`config.mk`:
```
export PLATFORM = sky130hd
export DESIGN_NAME = way_repl_sel
export DESIGN_NICKNAME = d
export VERILOG_FILES = /design/src/rtl/wrs_pkg.sv /design/src/rtl/wrs_mask_prep.sv /design/src/rtl/wrs_rot_pick.sv /design/src/rtl/wrs_lock_ctrl.sv /design/src/rtl/wrs_sticky_flag.sv /design/src/rtl/way_repl_sel.sv
export SDC_FILE = /design/constraint.sdc
export NUM_CORES = 1
export LEC_CHECK = 0
export ABC_AREA = 1
export BUFFER_PORTS_ARGS = -buffer_cell sky130_fd_sc_hd__buf_2
export CAP_MARGIN = 20
export CORE_MARGIN = 8
export CORE_UTILIZATION = 40
export DETAILED_ROUTE_END_ITERATION = 8
export GPL_ROUTABILITY_DRIVEN = 0
export PLACE_DENSITY_LB_ADDON = 0.25
export SETUP_SLACK_MARGIN = 0.3
export SLEW_MARGIN = 20
export SYNTH_ARGS = -nofsm -noshare
export SYNTH_HDL_FRONTEND = slang
export SYNTH_HIERARCHICAL = 1
export SYNTH_SLANG_ARGS = --single-unit
```
`constraint.sdc`:
```
create_clock -name clk -period 0.8 [get_ports clk]
set_input_delay 0.04 -clock clk [delete_from_list [all_inputs] [get_ports clk]]
set_output_delay 0.04 -clock clk [all_outputs]
set_load 0.02 [all_outputs]
```
`src/rtl/wrs_pkg.sv`:
```
package wrs_pkg;

  // Action taken for one miss.
  typedef enum logic [1:0] {
    ACT_ALLOC  = 2'd0,  // plain fill, lock bits untouched
    ACT_LOCK   = 2'd1,  // fill and pin the chosen way
    ACT_REFUSE = 2'd2,  // pin refused: last free way
    ACT_FORCE  = 2'd3   // all allowed ways pinned: evict lowest
  } repl_act_e;

  localparam int FLAG_REFUSE = 0;
  localparam int FLAG_FORCE  = 1;
  localparam int NUM_FLAGS   = 2;

endpackage

```
`src/rtl/wrs_mask_prep.sv`:
```
module wrs_mask_prep #(
  parameter  int NWAYS = 8,
  localparam int WAY_W = $clog2(NWAYS)
) (
  input  logic [NWAYS-1:0] part_mask,
  input  logic [NWAYS-1:0] lock_in,
  output logic [NWAYS-1:0] eff_mask,
  output logic [NWAYS-1:0] free_vec,
  output logic             any_free,
  output logic             one_free,
  output logic [WAY_W-1:0] low_way
);

  // An empty partition falls back to every way.
  always_comb begin
    eff_mask = (part_mask == '0) ? '1 : part_mask;
  end

  always_comb begin
    free_vec = eff_mask & ~lock_in;
    any_free = (free_vec != '0);
    one_free = any_free && ((free_vec & (free_vec - NWAYS'(1))) == '0);
  end

  // Lowest allowed way, the victim when everything is pinned.
  always_comb begin
    low_way = '0;
    for (int i = NWAYS - 1; i >= 0; i--) begin
      if (eff_mask[i]) low_way = WAY_W'(i);
    end
  end

endmodule

```
`src/rtl/wrs_rot_pick.sv`:
```
module wrs_rot_pick #(
  parameter  int NWAYS = 8,
  localparam int WAY_W = $clog2(NWAYS)
) (
  input  logic [NWAYS-1:0] free_vec,
  input  logic [WAY_W-1:0] ptr,
  output logic [WAY_W-1:0] way
);

  logic [WAY_W-1:0] idx [NWAYS];
  logic [NWAYS-1:0] rot;

  // Rotate the free vector so that position 0 is the pointer.
  for (genvar k = 0; k < NWAYS; k++) begin : g_rot
    assign idx[k] = ptr + WAY_W'(k);
    assign rot[k] = free_vec[idx[k]];
  end

  always_comb begin
    way = ptr;
    for (int k = NWAYS - 1; k >= 0; k--) begin
      if (rot[k]) way = idx[k];
    end
  end


  always_comb begin
    if (free_vec != '0) begin
      pick_is_free_chk: assert (free_vec[way]);
    end
  end

endmodule

```
`src/rtl/wrs_lock_ctrl.sv`:
```
module wrs_lock_ctrl
  import wrs_pkg::*;
#(
  parameter  int NWAYS = 8,
  localparam int WAY_W = $clog2(NWAYS)
) (
  input  logic             lock_req,
  input  logic [NWAYS-1:0] lock_in,
  input  logic [WAY_W-1:0] rr_ptr,
  input  logic             any_free,
  input  logic             one_free,
  input  logic [WAY_W-1:0] pick_way,
  input  logic [WAY_W-1:0] low_way,
  output repl_act_e        act,
  output logic [WAY_W-1:0] way_nxt,
  output logic [NWAYS-1:0] lock_nxt,
  output logic [WAY_W-1:0] ptr_nxt
);

  always_comb begin
    if (!any_free)                 act = ACT_FORCE;
    else if (lock_req && one_free) act = ACT_REFUSE;
    else if (lock_req)             act = ACT_LOCK;
    else                           act = ACT_ALLOC;
  end

  always_comb begin
    way_nxt  = pick_way;
    lock_nxt = lock_in;
    ptr_nxt  = pick_way + WAY_W'(1);
    unique case (act)
      ACT_FORCE: begin
        way_nxt           = low_way;
        lock_nxt[low_way] = 1'b0;
        ptr_nxt           = rr_ptr;
      end
      ACT_LOCK:   lock_nxt[pick_way] = 1'b1;
      ACT_REFUSE: lock_nxt = lock_in;
      default:    lock_nxt = lock_in;
    endcase
  end


  always_comb begin
    if (act == ACT_LOCK) begin
      grant_sets_bit_chk: assert (lock_nxt == (lock_in | (NWAYS'(1) << pick_way)));
    end
  end

endmodule

```
`src/rtl/wrs_sticky_flag.sv`:
```
module wrs_sticky_flag (
  input  logic clk,
  input  logic rst_n,
  input  logic set_evt,
  input  logic clr,
  input  logic ien,
  output logic flag,
  output logic irq_part
);

  logic flag_q;
  logic flag_d;
  logic flag_en;

  // Set has priority over a coincident clear.
  always_comb begin
    flag_en = set_evt | clr;
    flag_d  = set_evt;
  end

  always_ff @(posedge clk or negedge rst_n) begin
    if (!rst_n)       flag_q <= 1'b0;
    else if (flag_en) flag_q <= flag_d;
  end

  assign flag     = flag_q;
  assign irq_part = flag_q & ien;


  sticky_hold_chk: assert property (@(posedge clk) disable iff (!rst_n)
    (flag_q && !clr) |=> flag_q);


  set_wins_chk: assert property (@(posedge clk) disable iff (!rst_n)
    set_evt |=> flag_q);

endmodule

```
`src/rtl/way_repl_sel.sv`:
```
module way_repl_sel
  import wrs_pkg::*;
#(
  parameter  int NWAYS = 8,
  localparam int WAY_W = $clog2(NWAYS)
) (
  input  logic             clk,
  input  logic             rst_n,
  input  logic             miss_vld,
  input  logic             lock_req,
  input  logic [NWAYS-1:0] part_mask,
  input  logic [NWAYS-1:0] lock_in,
  input  logic [WAY_W-1:0] rr_ptr,
  input  logic             ien_lock_refuse,
  input  logic             ien_force_evict,
  input  logic             clr_lock_refuse,
  input  logic             clr_force_evict,
  output logic             sel_vld,
  output logic [WAY_W-1:0] sel_way,
  output logic [NWAYS-1:0] lock_out,
  output logic [WAY_W-1:0] ptr_out,
  output logic             flag_lock_refuse,
  output logic             flag_force_evict,
  output logic             irq
);

  logic [NWAYS-1:0] eff_mask;
  logic [NWAYS-1:0] free_vec;
  logic             any_free;
  logic             one_free;
  logic [WAY_W-1:0] low_way;
  logic [WAY_W-1:0] pick_way;
  repl_act_e        act;
  logic [WAY_W-1:0] way_nxt;
  logic [NWAYS-1:0] lock_nxt;
  logic [WAY_W-1:0] ptr_nxt;

  wrs_mask_prep #(.NWAYS(NWAYS)) u_mask (
    .part_mask (part_mask),
    .lock_in   (lock_in),
    .eff_mask  (eff_mask),
    .free_vec  (free_vec),
    .any_free  (any_free),
    .one_free  (one_free),
    .low_way   (low_way)
  );

  wrs_rot_pick #(.NWAYS(NWAYS)) u_pick (
    .free_vec (free_vec),
    .ptr      (rr_ptr),
    .way      (pick_way)
  );

  wrs_lock_ctrl #(.NWAYS(NWAYS)) u_lock (
    .lock_req (lock_req),
    .lock_in  (lock_in),
    .rr_ptr   (rr_ptr),
    .any_free (any_free),
    .one_free (one_free),
    .pick_way (pick_way),
    .low_way  (low_way),
    .act      (act),
    .way_nxt  (way_nxt),
    .lock_nxt (lock_nxt),
    .ptr_nxt  (ptr_nxt)
  );

  // Result registers, loaded only on a miss.
  logic             vld_q;
  logic [WAY_W-1:0] way_q;
  logic [NWAYS-1:0] lock_q;
  logic [WAY_W-1:0] ptr_q;
  logic             res_en;

  assign res_en = miss_vld;

  always_ff @(posedge clk or negedge rst_n) begin
    if (!rst_n) vld_q <= 1'b0;
    else        vld_q <= miss_vld;
  end

  always_ff @(posedge clk or negedge rst_n) begin
    if (!rst_n) begin
      way_q  <= '0;
      lock_q <= '0;
      ptr_q  <= '0;
    end else if (res_en) begin
      way_q  <= way_nxt;
      lock_q <= lock_nxt;
      ptr_q  <= ptr_nxt;
    end
  end

  assign sel_vld  = vld_q;
  assign sel_way  = way_q;
  assign lock_out = lock_q;
  assign ptr_out  = ptr_q;

  // Error flags.
  logic [NUM_FLAGS-1:0] flag_evt;
  logic [NUM_FLAGS-1:0] flag_clr;
  logic [NUM_FLAGS-1:0] flag_ien;
  logic [NUM_FLAGS-1:0] flag_val;
  logic [NUM_FLAGS-1:0] flag_irq;

  always_comb begin
    flag_evt[FLAG_REFUSE] = miss_vld && (act == ACT_REFUSE);
    flag_evt[FLAG_FORCE]  = miss_vld && (act == ACT_FORCE);
    flag_clr[FLAG_REFUSE] = clr_lock_refuse;
    flag_clr[FLAG_FORCE]  = clr_force_evict;
    flag_ien[FLAG_REFUSE] = ien_lock_refuse;
    flag_ien[FLAG_FORCE]  = ien_force_evict;
  end

  for (genvar f = 0; f < NUM_FLAGS; f++) begin : g_flag
    wrs_sticky_flag u_flag (
      .clk      (clk),
      .rst_n    (rst_n),
      .set_evt  (flag_evt[f]),
      .clr      (flag_clr[f]),
      .ien      (flag_ien[f]),
      .flag     (flag_val[f]),
      .irq_part (flag_irq[f])
    );
  end

  assign flag_lock_refuse = flag_val[FLAG_REFUSE];
  assign flag_force_evict = flag_val[FLAG_FORCE];
  assign irq              = |flag_irq;


  vld_follows_miss_chk: assert property (@(posedge clk) disable iff (!rst_n)
    sel_vld |-> $past(miss_vld));


  hold_when_idle_chk: assert property (@(posedge clk) disable iff (!rst_n)
    !miss_vld |=> ($stable(sel_way) && $stable(lock_out) && $stable(ptr_out)));


  pick_in_mask_chk: assert property (@(posedge clk) disable iff (!rst_n)
    sel_vld |-> ((($past(eff_mask) >> sel_way) & NWAYS'(1)) != '0));


  free_never_locked_chk: assert property (@(posedge clk) disable iff (!rst_n)
    (miss_vld && any_free) |=> ((($past(lock_in) >> sel_way) & NWAYS'(1)) == '0));


  refuse_keeps_lock_chk: assert property (@(posedge clk) disable iff (!rst_n)
    (miss_vld && lock_req && one_free) |=> (lock_out == $past(lock_in) && flag_lock_refuse));


  force_clears_bit_chk: assert property (@(posedge clk) disable iff (!rst_n)
    (miss_vld && !any_free) |=>
      ((((lock_out >> sel_way) & NWAYS'(1)) == '0) && flag_force_evict && ptr_out == $past(rr_ptr)));

endmodule

```
; Yosys cells after proc, flatten, opt, wreduce, memory -nomap -nowiden
; Index checks and enable logic that the tools add are counted.
[classes]
add_sub_neg = 9
magnitude_cmp = 12
eq_ne = 3
mux = 43
bitwise_logic = 10
n_reduce_logical = 10
[op_table]
columns = cell, count
row1 = two-way mux 3 bit, 18
row2 = "less-than comparator 3 x 4 -> 1 bit, second input constant", 10
row3 = AND 8 bit, 3
row4 = binary-select mux 1 bit (select 3 bit), 8
row5 = zero test 8 bit, 2
row6 = inverter 8 bit, 2
row7 = one-hot mux 8 bit (2 select lines), 1
row8 = "adder 3 bit, second input constant", 4
row9 = two-way mux 1 bit, 11
row10 = two-way mux 8 bit, 1
row11 = bitwise OR 8 bit, 1
row12 = nonzero test 8 bit, 1
row13 = "subtractor 8 x 1 -> 8 bit, second input constant", 1
row14 = "adder 3 x 1 -> 3 bit, second input constant", 2
row15 = "adder 3 x 2 -> 3 bit, second input constant", 2
row16 = demux 1 bit (select 3 bit), 2
row17 = "greater-or-equal comparator 3 x 1 -> 1 bit, second input constant", 2
row18 = logical AND 1 bit, 6
row19 = "equality test 2 bit, second input constant", 2
row20 = two-way mux 2 bit, 2
row21 = AND 1 bit, 2
row22 = "equality test 2 x 1 -> 1 bit, second input constant", 1
row23 = bitwise OR 1 bit, 2
row24 = OR reduction 2 bit, 1
[totals]
register_bits = 17

; Longest topological paths before layout
[depth]
ltp_word = 19
mapped_depth = 24
depth_no_buf = 24

; Modules after synthesis
; Netlist, hierarchy kept.
[modules_own_cells]
columns = module, instances, cells_each, area_each_um2
row1 = wrs_rot_pick, 1, 123, 631.9
row2 = way_repl_sel, 1, 66, 620.6
row3 = wrs_mask_prep, 1, 72, 424.2
row4 = wrs_lock_ctrl, 1, 66, 314.1
row5 = wrs_sticky_flag, 2, 7, 47.5

; Least setup slack after synthesis
; No wires, ideal clock.
[synth_timing]
path_kind = input port to flip-flop
startpoint = in part_mask[4]
endpoint = reg ptr_q[2], in the netlist ptr_out[2]
setup_ps = 117
arrival_ps = 2085
slack_ps = -1402
path_stages = 22
path_buffers = 0
cell_sequence = nor2_1 nand2_2 nor2_8 nor2_2 nor2_1 nand2_1 nand3_1 nand3_2 nand2_2 inv_1 nand3_1 nand2_1 nand2_1 nand2_1 nand2_1 nand2_1 a21oi_2 ha_1 xnor2_1 o21ai_0 nand2_1 nand2_1
[synth_between]
elab_chain_len = 15
[synth_rtl]
columns = item, line
row1 = from (decl), way_repl_sel.sv:11  ; input logic [NWAYS-1:0] part_mask,
row2 = zero test 8 bit *, wrs_mask_prep.sv:16  ; eff_mask = (part_mask == '0) ? '1 : part_mask;
row3 = two-way mux 8 bit *, wrs_mask_prep.sv:16
row4 = AND 8 bit *, wrs_mask_prep.sv:20  ; free_vec = eff_mask & ~lock_in;
row5 = net free_vec[3], way_repl_sel.sv:28  ; logic [NWAYS-1:0] free_vec;
row6 = binary-select mux 1 bit (select 3 bit), wrs_rot_pick.sv:16  ; assign rot[k] = free_vec[idx[k]];
row7 = two-way mux 1 bit (not written as such), wrs_rot_pick.sv:16
row8 = two-way mux 3 bit (7 in series), wrs_rot_pick.sv:22  ; if (rot[k]) way = idx[k];
row9 = two-way mux 3 bit *, wrs_rot_pick.sv:22
row10 = net pick_way[1], way_repl_sel.sv:32  ; logic [WAY_W-1:0] pick_way;
row11 = adder 3 x 1 -> 3 bit *, wrs_lock_ctrl.sv:30  ; ptr_nxt = pick_way + WAY_W'(1);
row12 = two-way mux 3 bit *, wrs_lock_ctrl.sv:31  ; unique case (act)
row13 = net ptr_nxt[2], way_repl_sel.sv:36  ; logic [WAY_W-1:0] ptr_nxt;
row14 = to (signal assigned), way_repl_sel.sv:90  ; ptr_q <= ptr_nxt;
row15 = to (decl), way_repl_sel.sv:72  ; logic [WAY_W-1:0] ptr_q;
; Mark *: on every way through the listed nets, which the timed path passes. The rest lies on a longest branch. The select of a mux whose other input is x is not followed.
; A chain may end at the register's enable or synchronous reset.

; Worst setup path in the final report
[layout_timing]
startpoint = in part_mask[5]
endpoint = reg lock_q[7], in the netlist lock_out[7]
[layout_between]
elab_chain_len = 19
[layout_rtl]
columns = item, line
row1 = zero test 8 bit, wrs_mask_prep.sv:16
row2 = two-way mux 8 bit *, wrs_mask_prep.sv:16
row3 = AND 8 bit *, wrs_mask_prep.sv:20
row4 = net free_vec[5], way_repl_sel.sv:28
row5 = binary-select mux 1 bit (select 3 bit), wrs_rot_pick.sv:16
row6 = two-way mux 1 bit (not written as such), wrs_rot_pick.sv:16
row7 = two-way mux 3 bit (7 in series), wrs_rot_pick.sv:22
row8 = two-way mux 3 bit *, wrs_rot_pick.sv:22
row9 = net pick_way[1], way_repl_sel.sv:32
row10 = less-than comparator 3 x 4 -> 1 bit (not written as such) / greater-or-equal comparator 3 x 1 -> 1 bit (equally long branches), wrs_lock_ctrl.sv:37  ; ACT_LOCK: lock_nxt[pick_way] = 1'b1;
row11 = logical AND 1 bit (not written as such), wrs_lock_ctrl.sv:37
row12 = two-way mux 1 bit (not written as such), wrs_lock_ctrl.sv:37
row13 = demux 1 bit (select 3 bit) *, n/a
row14 = bitwise OR 8 bit (no line) *, n/a
row15 = one-hot mux 8 bit (2 select lines) *, wrs_lock_ctrl.sv:31
row16 = net lock_nxt[7], way_repl_sel.sv:35  ; logic [NWAYS-1:0] lock_nxt;
row17 = to (signal assigned), way_repl_sel.sv:89  ; lock_q <= lock_nxt;
row18 = to (decl), way_repl_sel.sv:71  ; logic [NWAYS-1:0] lock_q;
; Marks and branches as above.

==> flow_summary.json <==
{
  "final-setup-viol-count": 33,
  "relSlewSlack_pct": 75.4,
  "grt_start_max_net_pins": 18,
  "final_nets": 495,
  "ys_warn_count": 6,
  "p_leak_uw": 0.00190,
  "status": "complete, but fails checks",
  "syn_area_um2": 2080,
  "drv_slew": 0,
  "placedInstanceArea_um2": 2860,
  "maxCapViolCount": 0,
  "cp_data_arrival_time_ns": 2.34,
  "die_w_um": 88.1,
  "syn_inst": 340,
  "design_area_um2": 3400,
  "end_kind": "flip-flop",
  "grt_pass1_wl_um": 10700,
  "cts_root_buffer": "clkbuf_8",
  "drtIter0Drc": 113,
  "critPathLaunchType": "input port",
  "place_ws_ns": -1.62,
  "clk_latency_ns": 0.25,
  "hold_ws_ns": -0.303,
  "hold_class": "in2async",
  "ant_nets": 0,
  "die_y_um": 88.1,
  "drive_above_1_share_pct": 51.5,
  "io_pins": 45,
  "cp_max_fo": 7,
  "path_clk_slew_ns": 0.06,
  "antenna_found_initial": 0,
  "diodes": 0,
  "first_global_vias": 2457,
  "worst_ep_required_time_ns": 0.99,
  "power.density_nw_per_um2": 1360,
  "clock_path_buffers": 2,
  "finClkSkew_ns": 0,
  "cts_buffers": 3,
  "worst_pin_slew_ns": 0.369,
  "syn_to_final_growth_pct": 63.2,
  "ir_drop_mv": 0.738,
  "htree_levels": 1,
  "synth_nets": 370,
  "timing.final.ws_setup_ns": -1.35,
  "violations": "negative hold slack, negative setup slack",
  "cts_sinks": 17,
  "remaining_drc_errors": 0,
  "p_total_uw": 4610,
  "start_util_pct": 41.0,
  "first_pass_iters": 4,
  "fmax_ghz": 0.465,
  "nFillCells": 420,
  "die-area_um2": 7770,
  "cts_tree": "yes",
  "rsz0062_at_grt": "true",
  "vias_per_cell": 4.71,
  "avgRoutedWirePerCell_um": 12.4,
  "wl_um": 6620,
  "avgSynthCellArea_um2": 6.12,
  "period_needed_ns": 2.15,
  "finalCritPeriodShare_pct": 269,
  "hpwl_um": 4850,
  "core-area_um2": 5070,
  "grt-ovfl-total": 0,
  "num_vias": 2517,
  "grt_use_total_pct": 16.8,
  "crit_type": "in2reg",
  "std_cell_rows": 26,
  "port_buffers": 44,
  "hold_viol": 18
}
[area by class of cell]
type | count | area, µm² | share of cell area [%]
Multi-Input combinational cell | 263 | 1600 | 47.0
Tap cell | 70 | 87.6 | 2.58
Clock buffer | 4 | 45.0 | 1.33
Timing Repair Buffer | 128 | 1030 | 30.2
Sequential cell | 17 | 428 | 12.6
Inverter | 52 | 213 | 6.26
[worst paths after layout]
check,from,endpoint,slack [ns],cells after the start
worst max register to register,g_flag[1].u_flag/flag$_DFFE_PN0P_,g_flag[1].u_flag/flag$_DFFE_PN0P_,-0.18,5
worst min-delay path,rst_n,lock_out[5]$_DFFE_PN0P_,-0.30,1
max in group asynchronous,rst_n,g_flag[0].u_flag/flag$_DFFE_PN0P_,0.81,1
worst min register to register,sel_way[0]$_DFFE_PN0P_,sel_way[0]$_DFFE_PN0P_,0.51,2
worst max-delay path,part_mask[5],lock_out[7]$_DFFE_PN0P_,-1.35,25
min in group clk,miss_vld,sel_vld$_DFF_PN0_,-0.01,1
[per-layer routing]
metal / wire [µm] / track usage (%) / up-vias
li1: - / - / 1313
met1: 2920 / 20.5 / 1114
met2: 3240 / 29.1 / 73
met3: 309 / 1.50 / 17
met4: 148 / 7.37 / 0
met5: 0 / 0 / -
[what timing repair did]
item | CTS | global route
resized for setup | 69 | 29
setup endpoints to repair | 34 | 34
pin swaps | 25 | 24
setup buffers | 17 | 6
endpoints found under the hold margin | 18 | 18
[metrics by stage]
step | setup TNS, ns | instances | utilization [%]
after detailed placement | -23.72 | 507 | 56.4
after global placement | -23.21 | 507 | 56.4
after global routing | -24.27 | 534 | 66.9
after floorplan | -17.48 | 340 | -
after CTS | -19.81 | 528 | 64.2
final | -20.44 | 534 | 66.9
[where the power goes]
part / leakage (µW) / total (µW) / internal (µW) / switching [µW]
Combinational: 0.00167 / 2880 / 1390 / 1490
Clock: 0.0000228 / 629 / 353 / 275
Sequential: 0.000206 / 1100 / 999 / 105
[cell usage in the layout, fill, tap and decap left out, drive strengths merged]
cell	n
xnor2	3
o21ai	15
nor2	27
buf	128
nand2	143
xor2	1
o21bai	3
ha	3
a31oi	1
nand3	44
clkbuf	4
inv	52
a21oi	13
dfrtp	17
nand4	7
or2	3
[registers in the layout (all words and copies together) (netlist names)]
name and cells:
lock_out 8, sel_way 3, g_flag.u_flag/flag 2, sel_vld 1
ptr_out 3
[critical path: stages]
cell	delay (ns)
buf_6	0.10
nor2_4	0.12
nand2_4	0.09
nor2_8	0.24
nor2_4	0.08
nor2_4	0.16
nand2_2	0.08
nand3_2	0.09
nand3_2	0.10
nand2_2	0.11
nand2_2	0.06
nand3_2	0.06
nand2_2	0.05
nand2_1	0.06
nand2_1	0.05
nand2_1	0.05
nand2_1	0.05
a21oi_2	0.18
buf_4	0.18
nand2_2	0.05
inv_2	0.06
nand4_1	0.08
nand2_1	0.08
nand2_1	0.06
nand2_1	0.06
Power figures use the tool's default switching activity.
